<file path="src/rtl/word_sum_guard.sv">
module word_sum_guard #(
  parameter int AW = 8,
  parameter int DW = 16,
  parameter int CSUM_IDX = 63,
  parameter logic [DW-1:0] SIGNATURE = 16'hBABA
) (
  input  logic          clk,
  input  logic          rst_n,
  input  logic          start,
  input  logic          mode,
  output logic          rd_req,
  output logic [AW-1:0] rd_addr,
  input  logic          rd_valid,
  input  logic [DW-1:0] rd_data,
  input  logic          rd_err,
  output logic          wr_req,
  output logic [AW-1:0] wr_addr,
  output logic [DW-1:0] wr_data,
  input  logic          wr_done,
  input  logic          wr_err,
  output logic          busy,
  output logic          done,
  output logic [1:0]    status
);
  localparam logic [AW-1:0] IDX    = AW'(CSUM_IDX);
  localparam logic [AW-1:0] IDX_M1 = AW'(CSUM_IDX - 1);
  localparam logic [1:0] ST_GOOD = 2'd0, ST_MISM = 2'd1, ST_RDERR = 2'd2, ST_WRERR = 2'd3;

  typedef enum logic [1:0] {S_IDLE, S_READ, S_WRITE} state_t;

  state_t        st;
  logic [AW-1:0] addr;
  logic [DW-1:0] sum;
  logic          upd;

  wire [DW-1:0] sum_nxt = sum + rd_data;
  wire          at_last = (addr == (upd ? IDX_M1 : IDX));

  always_ff @(posedge clk or negedge rst_n) begin
    if (!rst_n) begin
      st     <= S_IDLE;
      addr   <= '0;
      sum    <= '0;
      upd    <= 1'b0;
      done   <= 1'b0;
      status <= ST_GOOD;
    end else begin
      done <= 1'b0;
      case (st)
        S_IDLE: if (start) begin
          st   <= S_READ;
          addr <= '0;
          sum  <= '0;
          upd  <= mode;
        end
        S_READ: if (rd_valid) begin
          if (rd_err) begin
            status <= ST_RDERR;
            done   <= 1'b1;
            st     <= S_IDLE;
          end else begin
            sum <= sum_nxt;
            if (!at_last) addr <= addr + 1'b1;
            else if (upd) st <= S_WRITE;
            else begin
              status <= (sum_nxt == SIGNATURE) ? ST_GOOD : ST_MISM;
              done   <= 1'b1;
              st     <= S_IDLE;
            end
          end
        end
        S_WRITE: if (wr_done) begin
          status <= wr_err ? ST_WRERR : ST_GOOD;
          done   <= 1'b1;
          st     <= S_IDLE;
        end
        default: st <= S_IDLE;
      endcase
    end
  end

  assign rd_req  = (st == S_READ);
  assign rd_addr = addr;
  assign wr_req  = (st == S_WRITE);
  assign wr_addr = IDX;
  assign wr_data = SIGNATURE - sum;
  assign busy    = (st != S_IDLE);
endmodule

</file>
<file path="config.mk">
export PLATFORM = sky130hd
export DESIGN_NAME = word_sum_guard
export DESIGN_NICKNAME = d
export VERILOG_FILES = /design/src/rtl/word_sum_guard.sv
export SDC_FILE = /design/constraint.sdc
export NUM_CORES = 1
export LEC_CHECK = 0
export BUFFER_PORTS_ARGS = -buffer_cell sky130_fd_sc_hd__buf_2
export CORE_MARGIN = 3
export CORE_UTILIZATION = 45
export CTS_CLUSTER_SIZE = 30
export DETAILED_ROUTE_END_ITERATION = 8
export PLACE_DENSITY_LB_ADDON = 0.2
export SLEW_MARGIN = 20
export SYNTH_ARGS = -nofsm -noshare
export SYNTH_HDL_FRONTEND = slang
export SYNTH_SLANG_ARGS = --single-unit
</file>
<file path="constraint.sdc">
create_clock -name clk -period 3.6 [get_ports clk]
set_input_delay 0.36 -clock clk [delete_from_list [all_inputs] [get_ports clk]]
set_output_delay 0.36 -clock clk [all_outputs]
set_load 0.01 [all_outputs]
</file>
---- Yosys cells after proc, flatten, opt, wreduce, memory -nomap -nowiden ----
Cells that the tools add are included.
storage, ports and cells
  flip-flop bits (word level) ............. 30
  bits of input ports ..................... 24
  output and inout port bits .............. 38
  logic and storage cells ................. 60
cells by class
  add/sub/neg operators ................... 3
  eq/ne operators ......................... 11
  multiplexer cells ....................... 31
  reduce and logical (&&, ||, !) cells .... 9
operators by type and width
  kind                                                    number
  two-way mux 16 bit                                      3
  two-way mux 8 bit                                       4
  one-hot mux 16 bit (2 select lines)                     1
  two-way mux 2 bit                                       12
  adder 16 bit                                            1
  == test 16 bit (second input constant)                  1
  one-hot mux 8 bit (2 select lines)                      1
  subtractor 16 bit (first input constant)                1
  AND reduction 5 bit                                     2
  adder 8 x 1 -> 8 bit (second input constant)            1
  == test 8 x 6 -> 1 bit                                  1
  AND reduction 4 bit                                     2
  two-way mux 1 bit                                       7
  inequality test 2 bit (second input constant)           3
  one-hot mux 2 bit (3 select lines)                      1
  nonzero test 2 bit                                      3
  inequality test 2 x 1 -> 1 bit (second input constant)  2
  one-hot mux 2 bit (2 select lines)                      1
  inequality test 3 x 1 -> 1 bit (second input constant)  1
  inequality test 3 bit (second input constant)           1
  == test 2 x 1 -> 1 bit (second input constant)          1
  == test 2 bit (second input constant)                   1
  zero test 2 bit                                         1
  one-hot mux 1 bit (2 select lines)                      1
  AND reduction 2 bit                                     1

---- Logic depth before layout (Yosys ltp) ----
  depth in word-level cells ............... 8
  depth in mapped cells ................... 11
  depth with buffers taken out ............ 11

---- Worst setup path before layout ----
OpenSTA, ideal clock, no wires.
  path kind ............................... reg2reg
  from .................................... register sum[0]
  to ...................................... register status[0]
  setup time .............................. 0.141 ns
  arrival time ............................ 2.609 ns
  required time ........................... 3.459 ns
  slack ................................... 0.850 ns
  stages on the path, launching flop included .. 12
  buffers on the path ..................... 0
  clock period less this slack ............ 2.750 ns
  cell sequence ........................... dfrtp_1 > ha_1 > inv_1 > fa_1 > nor2b_4 > o31a_1 > o41a_1 > a21o_1 > xor2_1 > or4_4 > nor3_2 > a41oi_1
between the ends
  cells in the longest elaborated chain, start to end .. 8
RTL lines
  item                                RTL line  source
  from (decl)                         33        logic [DW-1:0] sum;
  from (signal assigned)              62        sum <= sum_nxt;
  adder 16 bit                        36        wire [DW-1:0] sum_nxt = sum + rd_data;
  == test 16 bit                      66        status <= (sum_nxt == SIGNATURE) ? ST_GOOD : ST_MISM;
  two-way mux 1 bit                   66
  two-way mux 2 bit                   64        else if (upd) st <= S_WRITE;
  two-way mux 2 bit                   63        if (!at_last) addr <= addr + 1'b1;
  two-way mux 2 bit                   57        if (rd_err) begin
  two-way mux 2 bit                   56        S_READ: if (rd_valid) begin
  one-hot mux 2 bit (2 select lines)  49        case (st)
  to (signal assigned)                66
  to (signal assigned)                73        status <= wr_err ? ST_WRERR : ST_GOOD;
  to (decl)                           23        output logic [1:0] status
Every way passes these cells. The select of a mux whose other input is x is not followed.
A chain may end at the register's enable or synchronous reset.

---- Worst setup path in the final report ----
Ends and elaborated chain as after synthesis.

==> metrics <==
run status=complete, no violations; max-slew violation total from the final report=0; category of the most critical setup path=reg -> reg; Pwr Density=741 nW/um^2; commonest register cell after synthesis=sky130_fd_sc_hd__dfrtp_1; Post-Syn Instances=279; slew margin rel.=49.1%; CTS H-Tree Depth=2; wire length of the first global-routing pass=8.87 mm; RSZ-0062 raised after global routing=no; via count=2113; routed length per placed instance=13.5 um; number of vias per cell after detailed routing=5.27; die footprint=6340 um^2; FMAX=341 MHz; CP Buf/Inv Count=1; quantity of hold-fixing buffers added after cts=0; capture instance of the worst register-to-register path=status[0]; HPWL after DPL=4.38 mm; die height=79.7 um; antenna violation net count after detailed routing=0; Initial Utilization=47.2%; number of maximum-capacitance constraint violations=0; ratio of cells with drive above 1 in the final layout=20.2%; clk root buf=sky130_fd_sc_hd__clkbuf_8; clock net sink count=30; Remaining Overflow, GRT=0; crit path cell chain=ha_1, inv_1, fa_1, nor2b_4, o31a_1, o41a_1, a21o_1, xor2_1, or4_4, nor3_2, a41oi_1; drc violations=0; EDFF count, synth=0; share of the core filled with cells=54.5%; synthesized area divided by synthesized cell count=8.75 um^2; growth of design area from synthesis to finish=15.5%; min cycle time layout=2.93 ns; R2R depth=11; Clock Path Buffers=2; Seq. cell area=751 um^2; cell taking the most area after synthesis=sky130_fd_sc_hd__dfrtp_1; final RePlAce weighted congestion=0.841; Data required, critical path=3.74 ns; CTS tree=yes; post-route fraction of the period consumed by the critical path=81.4%; first-pass detailed-route iteration total=6; crit path DAT=3.07 ns; Cell Count Post-Placement=395; Unique masters post-synth=49; internal reg-to-reg setup slack=0.67 ns; type of element capturing the critical path=register; post-synthesis sequential area ratio=30.8%; leakage dissipation=1.39 nW; crit path launch type=register; busiest grt layer=met2; Critical Path Slowest Stage Cell=sky130_fd_sc_hd__or4_4; Max rail drop VDD=0.276 mV; Max Clock Skew=0.00363 ns; later-pin clock latency in the skew report=0.27 ns; total number of nets in the final design=377; met3 Resource Use GR=2.71%; vias in the first global route=1983; cell family contributing the most delay on the critical path=compound AO/OA/AOI/OAI gates; total of buffers placed on input and output ports=53; CTS Buf Count=5; area of the core region=5170 um^2; maximum number of pins on one net before global-route repair=31; number of placed I/O pins=62; site row count=26; antenna violations before repair=0; all-layer global routing usage=17.5%; n_diodes=0; peak fanout along the critical path=5; yosys warns=0; Critical Path Max Stage Delay=0.54 ns; grt met2 use=30.9%; area of the multi-input gates=1590 um^2; Setup Total Neg Slack=0 ns; Worst Max-Slew Pin Slew=0.760 ns; Clock Pin Slew Worst Setup and Hold Paths=0.06 ns; Post CTS Setup Buffer Count=0; violation count after the first detailed-route iteration=86; leading post-synthesis cells by cell area=sky130_fd_sc_hd__dfrtp_1 (31%), sky130_fd_sc_hd__ha_1 (10%), sky130_fd_sc_hd__xor2_1 (7.2%), sky130_fd_sc_hd__xnor2_1 (4.3%), sky130_fd_sc_hd__a22o_1 (3.9%); post-synthesis register bit count=30; Yosys top cell area share=30.8%; number of fill cells in the layout=505; Final Routed Wirelength=5.43 mm; count of instances resized after the clock tree is built=0; Hold Path Class=in -> async; launch point of the worst reg-to-reg path=sum[0]; Netlist Area Pre-Place=2440 um^2; overall die width=79.7 um; Synth async-reset ratio=100%; met1 routing resource usage after global routing=21.9%; final cell count without fillers=401; Setup violations, final=0; final hold violation count=0
## worst register-to-register path, delay by kind of cell (launching register included)
family                   cells  cell delay (ns)
AO/OA/AOI/OAI                4             0.97
XOR/XNOR                     1             0.15
buffers and inverters        1             0.07
adder cells (fa/ha/maj)      2             0.48
AND/OR/NAND/NOR              3             0.70
flip-flops                   1             0.43
## power by group
part           switching [mW]  internal [mW]
clock                   0.109          0.147
sequential              0.142          0.446
combinational           0.703          0.545
## worst max path at each step
stage          slack, ns   endpoint       start  cells past startpoint
6_report            0.67  status[0]      sum[0]                     11
3_3_place_gp        0.67  status[0]  rd_data[0]                     12
5_1_grt             0.58  status[0]      sum[0]                     11
4_1_cts             0.66  status[0]      sum[0]                     11
3_5_place_dp        0.62  status[0]  rd_data[0]                     12
2_1_floorplan       0.85  status[0]      sum[0]                     11
## state kept, by name, indices dropped and copies added, names as in the netlist
name,cells
sum,16
rd_addr,8
st,2
status,2
done,1
upd,1
## kinds of logic after synthesis
logic type               after synthesis  synth area share, %
adder cells (fa/ha/maj)               21                 11.1
flip-flops                            30                 30.8
buffers and inverters                 24                 5.07
AND/OR/NAND/NOR                       91                 18.6
XOR/XNOR                              32                 11.5
AO/OA/AOI/OAI                         76                 21.4
multiplexers                           3                 1.33
other                                  2                0.308
## Yosys cell counts (all sizes together), types with 2 or more instances
cell	count
o21bai	2
clkbuf	5
nor2b	5
nand3	8
a41oi	2
nor3	10
ha	20
xor2	20
nand2b	2
buf	9
nor3b	3
o31ai	2
inv	10
a21o	7
and2	2
nand4	3
conb	2
nor2	24
dfrtp	30
a21oi	14
mux2	2
o21a	5
nand2	25
a22o	12
xnor2	12
o21ai	19
and3	3
a211oi	4
## metrics by stage
step	hold slack, ns	area (um^2)	worst slack (ns)	power [mW]
final	0.123	2820	0.669	2.09
after global routing	0.173	2820	0.584	2.29
after CTS	0.138	2820	0.662	2.11
after detailed placement	0.433	2740	0.621	1.84
after global placement	0.427	2740	0.674	1.84
after floorplan	0.0644	2460	0.850	1.49
## layout make-up
class,instances,area share [%]
clock buffers,6,2.93
flip-flops and latches,30,26.6
inverters,10,1.33
well taps,70,3.11
repair buffers,54,9.67
multi-input cells,231,56.3
## layout by cell type, fill, tap and decap left out, drive strengths merged, types with 3 or more instances in the layout
| cell | synthesis | routed |
|---|---|---|
| a211oi | 4 | 4 |
| nand3 | 8 | 8 |
| o21ai | 19 | 19 |
| a21o | 7 | 7 |
| o21a | 5 | 5 |
| clkbuf | 5 | 6 |
| nor2 | 24 | 24 |
| nand4 | 3 | 3 |
| buf | 9 | 54 |
| nor2b | 5 | 5 |
| a21oi | 14 | 14 |
| inv | 10 | 10 |
| ha | 20 | 20 |
| nand2 | 25 | 25 |
| and3 | 3 | 3 |
| nor3 | 10 | 10 |
| a22o | 12 | 12 |
| dfrtp | 30 | 30 |
| xnor2 | 12 | 12 |
| conb | 2 | 8 |
| xor2 | 20 | 20 |
| nor3b | 3 | 3 |
## routing by layer
layer / up-vias / wire [um] / part of all wire, %
li1: 1091 / - / -
met1: 979 / 2520 / 46
met2: 41 / 2730 / 50
met3: 2 / 159 / 2.9
met4: 0 / 17 / 0.31
met5: - / 0 / 0
(Power assumes the default switching activity.)
